`src/rtl/pdb_pkg.sv`:
```
// Shared types and helpers for the partitioned dispatch buffer.
// Assumes live entries never span more than half the sequence number range.
package pdb_pkg;
    parameter int unsigned SEQ_W = 8;

    typedef enum logic [1:0] {
        PART_OFF   = 2'd0,
        PART_ON    = 2'd1,
        PART_DRAIN = 2'd2
    } part_state_e;

    // Wrap-aware age compare: true when a was dispatched before b.
    function automatic logic seq_older(input logic [SEQ_W-1:0] a, input logic [SEQ_W-1:0] b);
        logic [SEQ_W-1:0] diff;
        diff = a - b;
        return diff[SEQ_W-1];
    endfunction
endpackage

```
`src/rtl/pdb_part_ctrl.sv`:
```
// Service and power state of one partition.
// A disable request moves it to draining; it powers off once empty.
// An enable request restores service from the next cycle.
// Assumes the empty flag reflects the registered occupancy of this partition.
module pdb_part_ctrl
    import pdb_pkg::*;
#(
    parameter bit START_ON = 1'b1
) (
    input  logic clk,
    input  logic rst_n,
    input  logic on_req,
    input  logic off_req,
    input  logic empty,
    output logic pwr_en,
    output logic alloc_en
);
    part_state_e state_q, state_d;

    // Next-state selection for the partition.
    always_comb begin
        state_d = state_q;
        case (state_q)
            PART_ON:    if (off_req) state_d = PART_DRAIN;
            PART_DRAIN: if (on_req) state_d = PART_ON;
                        else if (empty) state_d = PART_OFF;
            PART_OFF:   if (on_req) state_d = PART_ON;
            default:    state_d = PART_OFF;
        endcase
    end

    // State register with reset to the configured start state.
    always_ff @(posedge clk) begin
        if (!rst_n) state_q <= START_ON ? PART_ON : PART_OFF;
        else        state_q <= state_d;
    end

    assign pwr_en   = (state_q != PART_OFF);
    assign alloc_en = (state_q == PART_ON);


    drain_keeps_power_chk: assert property (@(posedge clk) disable iff (!rst_n)
        (state_q == PART_DRAIN && !empty) |=> pwr_en);

    off_is_empty_chk: assert property (@(posedge clk) disable iff (!rst_n)
        !pwr_en |-> empty);

    enable_next_cycle_chk: assert property (@(posedge clk) disable iff (!rst_n)
        (!pwr_en && on_req) |=> alloc_en);

    cancel_drain_chk: assert property (@(posedge clk) disable iff (!rst_n)
        (state_q == PART_DRAIN && on_req) |=> alloc_en);
endmodule

```
`src/rtl/pdb_first_free.sv`:
```
// Finds the lowest-index set bit of a free mask.
// Assumes IDX_W can hold N-1.
module pdb_first_free #(
    parameter int unsigned N     = 64,
    parameter int unsigned IDX_W = 6
) (
    input  logic [N-1:0]     free_mask,
    output logic             found,
    output logic [IDX_W-1:0] idx
);
    // Scan from the top so the lowest free entry wins.
    always_comb begin
        found = 1'b0;
        idx   = '0;
        for (int i = N - 1; i >= 0; i--) begin
            if (free_mask[i]) begin
                found = 1'b1;
                idx   = IDX_W'(i);
            end
        end
    end
endmodule

```
`src/rtl/pdb_oldest_pick.sv`:
```
// Picks the candidate entry with the oldest dispatch sequence number.
// Assumes sequence numbers of candidates lie within half the wrap range.
module pdb_oldest_pick
    import pdb_pkg::*;
#(
    parameter int unsigned N     = 64,
    parameter int unsigned IDX_W = 6
) (
    input  logic [N-1:0]       cand,
    input  logic [N*SEQ_W-1:0] seq_flat,
    output logic               found,
    output logic [IDX_W-1:0]   idx
);
    logic [SEQ_W-1:0] best;

    // Linear age reduction across all candidates.
    always_comb begin
        found = 1'b0;
        idx   = '0;
        best  = '0;
        for (int i = 0; i < N; i++) begin
            if (cand[i] && (!found || seq_older(seq_flat[i*SEQ_W +: SEQ_W], best))) begin
                found = 1'b1;
                idx   = IDX_W'(i);
                best  = seq_flat[i*SEQ_W +: SEQ_W];
            end
        end
    end
endmodule

```
`src/rtl/part_dispatch_buffer.sv`:
```
// Dispatch buffer built from power-gated partitions.
// Allocates into the lowest free in-service entry, tracks two source ready
// bits per entry via tag wakeup, and issues the oldest ready entry per
// function unit type when that unit is free.
// Assumes one dispatch and one wakeup per cycle; operand data is held elsewhere.
module part_dispatch_buffer
    import pdb_pkg::*;
#(
    parameter int unsigned PART_ENTRIES = 8,
    parameter int unsigned NUM_PARTS    = 8,
    parameter int unsigned INIT_ON      = 4,
    parameter int unsigned TAG_W        = 6,
    parameter int unsigned NUM_FU       = 2,
    localparam int unsigned N           = PART_ENTRIES * NUM_PARTS,
    localparam int unsigned IDX_W       = (N > 1) ? $clog2(N) : 1,
    localparam int unsigned FU_W        = (NUM_FU > 1) ? $clog2(NUM_FU) : 1
) (
    input  logic                    clk,
    input  logic                    rst_n,
    input  logic                    disp_valid,
    input  logic [FU_W-1:0]         disp_fu,
    input  logic [TAG_W-1:0]        disp_src0_tag,
    input  logic                    disp_src0_rdy,
    input  logic [TAG_W-1:0]        disp_src1_tag,
    input  logic                    disp_src1_rdy,
    input  logic [TAG_W-1:0]        disp_dst_tag,
    output logic                    disp_ready,
    output logic [IDX_W-1:0]        disp_slot,
    input  logic                    wake_valid,
    input  logic [TAG_W-1:0]        wake_tag,
    input  logic [NUM_FU-1:0]       fu_free,
    output logic [NUM_FU-1:0]       issue_valid,
    output logic [NUM_FU*IDX_W-1:0] issue_slot,
    output logic [NUM_FU*TAG_W-1:0] issue_dst,
    input  logic [NUM_PARTS-1:0]    part_on_req,
    input  logic [NUM_PARTS-1:0]    part_off_req,
    output logic [NUM_PARTS-1:0]    part_pwr_en
);
    logic [N-1:0]       valid_q;
    logic [N-1:0]       rdy0_q, rdy1_q;
    logic [FU_W-1:0]    fu_q   [N];
    logic [TAG_W-1:0]   tag0_q [N];
    logic [TAG_W-1:0]   tag1_q [N];
    logic [TAG_W-1:0]   dst_q  [N];
    logic [N*SEQ_W-1:0] seq_q;
    logic [SEQ_W-1:0]   seq_ctr;

    logic [NUM_PARTS-1:0] part_empty, part_alloc_en;
    logic [N-1:0]         alloc_mask, pwr_mask, free_mask, entry_rdy, issue_clr;
    logic [IDX_W-1:0]     pick_idx [NUM_FU];
    logic                 disp_fire, src0_hit, src1_hit;

    // Per-partition controllers and their entry masks.
    for (genvar p = 0; p < NUM_PARTS; p++) begin : g_part
        pdb_part_ctrl #(.START_ON(p < INIT_ON)) u_ctrl (
            .clk      (clk),
            .rst_n    (rst_n),
            .on_req   (part_on_req[p]),
            .off_req  (part_off_req[p]),
            .empty    (part_empty[p]),
            .pwr_en   (part_pwr_en[p]),
            .alloc_en (part_alloc_en[p])
        );
        assign part_empty[p] = ~|valid_q[p*PART_ENTRIES +: PART_ENTRIES];
        assign alloc_mask[p*PART_ENTRIES +: PART_ENTRIES] = {PART_ENTRIES{part_alloc_en[p]}};
        assign pwr_mask[p*PART_ENTRIES +: PART_ENTRIES]   = {PART_ENTRIES{part_pwr_en[p]}};
    end

    assign free_mask = ~valid_q & alloc_mask;

    pdb_first_free #(.N(N), .IDX_W(IDX_W)) u_free (
        .free_mask (free_mask),
        .found     (disp_ready),
        .idx       (disp_slot)
    );

    assign disp_fire = disp_valid && disp_ready;
    assign src0_hit  = wake_valid && (wake_tag == disp_src0_tag);
    assign src1_hit  = wake_valid && (wake_tag == disp_src1_tag);
    assign entry_rdy = valid_q & rdy0_q & rdy1_q;

    // One oldest-first selector per function unit type.
    for (genvar f = 0; f < NUM_FU; f++) begin : g_fu
        logic [N-1:0] cand;
        logic         found;

        // Candidates: ready entries of this unit type.
        always_comb begin
            for (int i = 0; i < N; i++) cand[i] = entry_rdy[i] && (fu_q[i] == FU_W'(f));
        end

        pdb_oldest_pick #(.N(N), .IDX_W(IDX_W)) u_pick (
            .cand     (cand),
            .seq_flat (seq_q),
            .found    (found),
            .idx      (pick_idx[f])
        );

        assign issue_valid[f] = found && fu_free[f];
        assign issue_slot[f*IDX_W +: IDX_W] = pick_idx[f];
        assign issue_dst[f*TAG_W +: TAG_W]  = dst_q[pick_idx[f]];


        issue_ready_chk: assert property (@(posedge clk) disable iff (!rst_n)
            issue_valid[f] |-> (rdy0_q[pick_idx[f]] && rdy1_q[pick_idx[f]] && fu_q[pick_idx[f]] == FU_W'(f)));

        issue_frees_chk: assert property (@(posedge clk) disable iff (!rst_n)
            issue_valid[f] |=> !valid_q[$past(pick_idx[f])]);
    end

    // Entries leaving this cycle through any issue port.
    always_comb begin
        issue_clr = '0;
        for (int f = 0; f < NUM_FU; f++) begin
            if (issue_valid[f]) issue_clr[pick_idx[f]] = 1'b1;
        end
    end

    // Occupancy, ready bits and dispatch sequence counter.
    always_ff @(posedge clk) begin
        if (!rst_n) begin
            valid_q <= '0;
            rdy0_q  <= '0;
            rdy1_q  <= '0;
            seq_ctr <= '0;
        end else begin
            if (disp_fire) seq_ctr <= seq_ctr + 1'b1;
            for (int i = 0; i < N; i++) begin
                if (disp_fire && disp_slot == IDX_W'(i)) begin
                    valid_q[i] <= 1'b1;
                    rdy0_q[i]  <= disp_src0_rdy || src0_hit;
                    rdy1_q[i]  <= disp_src1_rdy || src1_hit;
                end else begin
                    if (issue_clr[i]) valid_q[i] <= 1'b0;
                    if (wake_valid && wake_tag == tag0_q[i]) rdy0_q[i] <= 1'b1;
                    if (wake_valid && wake_tag == tag1_q[i]) rdy1_q[i] <= 1'b1;
                end
            end
        end
    end

    // Payload capture at dispatch; no reset needed.
    always_ff @(posedge clk) begin
        for (int i = 0; i < N; i++) begin
            if (disp_fire && disp_slot == IDX_W'(i)) begin
                fu_q[i]   <= disp_fu;
                tag0_q[i] <= disp_src0_tag;
                tag1_q[i] <= disp_src1_tag;
                dst_q[i]  <= disp_dst_tag;
                seq_q[i*SEQ_W +: SEQ_W] <= seq_ctr;
            end
        end
    end


    alloc_free_chk: assert property (@(posedge clk) disable iff (!rst_n)
        disp_fire |-> !valid_q[disp_slot]);

    alloc_taken_chk: assert property (@(posedge clk) disable iff (!rst_n)
        disp_fire |=> valid_q[$past(disp_slot)]);

    alloc_powered_chk: assert property (@(posedge clk) disable iff (!rst_n)
        disp_fire |-> pwr_mask[disp_slot]);
endmodule

```
`config.mk`:
```
export PLATFORM = sky130hd
export DESIGN_NAME = part_dispatch_buffer
export DESIGN_NICKNAME = d
export VERILOG_FILES = /design/src/rtl/pdb_pkg.sv /design/src/rtl/pdb_part_ctrl.sv /design/src/rtl/pdb_first_free.sv /design/src/rtl/pdb_oldest_pick.sv /design/src/rtl/part_dispatch_buffer.sv
export SDC_FILE = /design/constraint.sdc
export NUM_CORES = 2
export LEC_CHECK = 0
export BUFFER_PORTS_ARGS = -buffer_cell sky130_fd_sc_hd__buf_2
export CAP_MARGIN = 15
export CELL_PAD_IN_SITES_DETAIL_PLACEMENT = 2
export CELL_PAD_IN_SITES_GLOBAL_PLACEMENT = 2
export CORE_AREA = 2 2 794 559
export CTS_CLUSTER_DIAMETER = 50
export CTS_CLUSTER_SIZE = 8
export DETAILED_ROUTE_END_ITERATION = 10
export DIE_AREA = 0 0 796 561
export PLACE_DENSITY = 0.66
export SLEW_MARGIN = 20
export SYNTH_ARGS = -nofsm -noshare
export SYNTH_HDL_FRONTEND = slang
export SYNTH_SLANG_ARGS = --single-unit
```
`constraint.sdc`:
```
create_clock -name clk -period 151.4 [get_ports clk]
set_input_delay 0 -clock clk [delete_from_list [all_inputs] [get_ports clk]]
set_output_delay 0 -clock clk [all_outputs]
set_load 0.02 [all_outputs]
```
==> metrics <==
CTS root buffer clkbuf_16; sequential-to-total area share from yosys stat about 43%; area of the mapped netlist 131000 um2; Max Clock Freq roughly 7.1 MHz; leakage power between 50 and 60 nW; R2R Path End valid_q[40]$_SDFFE_PN0P_; crit path max fanout 38; pre-CTS WS -2410 ps; CP Class reg -> out; Worst R2R Setup Slack about 11000 ps; Clock Sinks 1944; Chip Height 561 um; Iter 0 DRT Violations roughly 11000; WL final 599000 um; Critical R2R Launch valid_q[0]$_SDFFE_PN0P_; first-pass GRT wire length between 800000 and 900000 um; Fin. Hold Viols 0; Final Max Tran Viols 0; required time worst endpoint 151400 ps; average size of a mapped cell 10.3 um2; # IOs 90; initial core utilization between 20 and 30%; Tot GR Track Use 25.7%; Startpoint Class flop; Synth area leader edfxtp_1; clock skew about 110 ps; clk buf depth 4; status completed; GPL Wtd Cong 0.936; Slew @ Worst Pin approximately 1200 ps; number of routed nets with antenna violations 0; initial antenna violation count slightly below 60; CTS tree done; row cnt 204; # setup viols final 0; Netlist cell types 219; Cells after Synth about 13000; top-area cell type share of the netlist area roughly two fifths; commonest non-fill, non-tap cell in the layout edfxtp_1; H-tree levels 5; cts bufs inserted ~310; Final WS setup roughly 10000 ps; Worst setup endpoint issue_dst[8]; HP Start disp_src0_rdy; clk slew on worst S/H paths ~60 ps; vias in the first global route around 120k; Worst Path Arrival between 100000 and 150000 ps; DP Area 137000 um2; final setup TNS 0 ps; IO Port Bufs 89; min Tclk post-route about 140000 ps; peak supply drop slightly below 0.009 mV; class of the worst hold path in -> reg; worst-skew pair later-pin latency around 950 ps; share of layout cells above drive strength 1 between 10% and 20%; Final HPWL DP 426000 um; Slew Limit Headroom between 10% and 20%; final net count ~13000; FF-to-FF path depth around 600; cell area after layout between 100000 and 150000 um2; GRT Residual Overflow 0; first-pass detailed-route iteration total 6; critical path's slowest cell a21oi_2; Max Cap Viol 0; wire length per cell around 31 um; via count around 110k; drc violations 0; synthesized flop and latch total roughly 1900; synth top area cells edfxtp_1 (40%), ha_1 (4.4%), xnor2_1 (3.6%); pwr/cell area between 9 and 10 nW/um2; Area Growth Syn to Fin 12.9%; Net Count, Synth between 10000 and 15000; Worst path most repeated cell ha_1; pin count of the biggest net entering global routing 100; nature of the critical path endpoint output port; Core Region around 440000 um2; vias per inst 5.94; CP max stage delay about 880 ps; die area 447000 um2; Async SR Flop Fraction 0%; EDFF count, synth roughly 1700; YS warnings 0; Final period util between 90% and 100%; Die W 796 um; CP Launch Point valid_q[0]$_SDFFE_PN0P_; most frequent cells in the layout edfxtp_1 (1728), nand2_1 (1014), nor2_1 (910), a21oi_1 (642), o21ai_0 (606); top_reg_cell synth edfxtp_1
[cell type report]
class                      instances  area, um2
clock inverter                    54        757
inverter                         571       2150
timing repair buffer             417       3340
clock buffer                     492       8580
tap                             5871       7350
fill                           47519     291000
antenna                           25       62.6
sequential                      1944      56200
multi-input combinational       9716      69800
[power by group]
group / internal [W] / switching [W] / total, W
registers: 0.000588 / 0.00000587 / 0.000594
logic: 0.0000188 / 0.0000508 / 0.0000697
clock network: 0.000408 / 0.000272 / 0.000680
[metrics by stage]
stage | cells | util (%) | hold WS [ps] | total power, W
global route | 19070 | 33.7 | 75.5 | 0.00137
floorplan | 12753 | - | 98.9 | 0.000636
global placement | 18400 | 31.2 | 267 | 0.000669
finish | 19090 | 33.8 | 38.6 | 0.00134
detailed placement | 18400 | 31.2 | 269 | 0.000671
CTS | 19020 | 33.6 | 43.3 | 0.00135
[routing by layer]
layer,GRT usage [%],up-vias,share of wire (%)
met5,0,-,0.032
met1,38.6,59361,48
met4,6.97,20,2.9
met2,37.8,3962,42
met3,4.42,759,7.3
li1,-,49331,-
[synthesized netlist by cell type, types with 97 or more instances]
cell type and count:
nand4_1 309, a221oi_1 134, a21o_1 117, mux2_2 202, o211ai_1 111, nand2_1 1023, edfxtp_1 1728, xor2_1 424
nor2_1 953, nand3_1 291, xnor2_1 535, o22ai_1 99, a211oi_1 241, dfxtp_1 216, a21oi_1 650, mux2i_1 403
nor3_1 331, inv_1 566, or2_2 97, o21ai_0 614, clkbuf_1 202, ha_1 457, a31oi_1 148, a22oi_1 147
nor4_1 219
[registers in the layout, summed over array words and instances (netlist names)]
register               cells
rdy0_q                    64
seq_q                    512
g_part.u_ctrl.state_q     16
valid_q                   64
dst_q                    384
seq_ctr                    8
tag0_q                   384
rdy1_q                    64
tag1_q                   384
fu_q                      64
[how the worst min path moves through the flow]
| stage | endpoint | depth (start not counted) |
|---|---|---|
| 6_report | rdy0_q[6]$_SDFFE_PN0P_ | 4 |
| 3_3_place_gp | g_part[0].u_ctrl.state_q[0]$_SDFFE_PN1P_ | 2 |
| 2_1_floorplan | dst_q[0][0]$_DFFE_PP_ | 0 |
| 4_1_cts | rdy0_q[3]$_SDFFE_PN0P_ | 4 |
| 3_5_place_dp | g_part[0].u_ctrl.state_q[0]$_SDFFE_PN1P_ | 2 |
| 5_1_grt | rdy0_q[0]$_SDFFE_PN0P_ | 4 |
[cells by family after synthesis]
group           count (synthesis)  share of synthesized area (%)
compound gates               3433                           19.0
xor+xnor                      972                           6.59
fa+ha+maj                     525                           4.89
buf+inv                      1094                           4.75
flops                        1944                           42.8
mux                           697                           5.85
simple gates                 4088                           16.1
[critical path: cells and delay by family, from the launching register on]
family	cells	cell delay (ps)
buf+inv	40	6110
compound gates	265	61960
simple gates	156	33030
mux	50	17550
flops	1	520
xor+xnor	9	2270
fa+ha+maj	63	18580
[timing repair]
action,CTS,global route
buffers inserted,0,36
hold buffers,74,0
hold endpoints to repair,879,0
endpoints found under the setup margin,76,88
gates resized for setup,16,79
cloned,0,1
pin swaps,1,13
(Power assumes the default switching activity.)
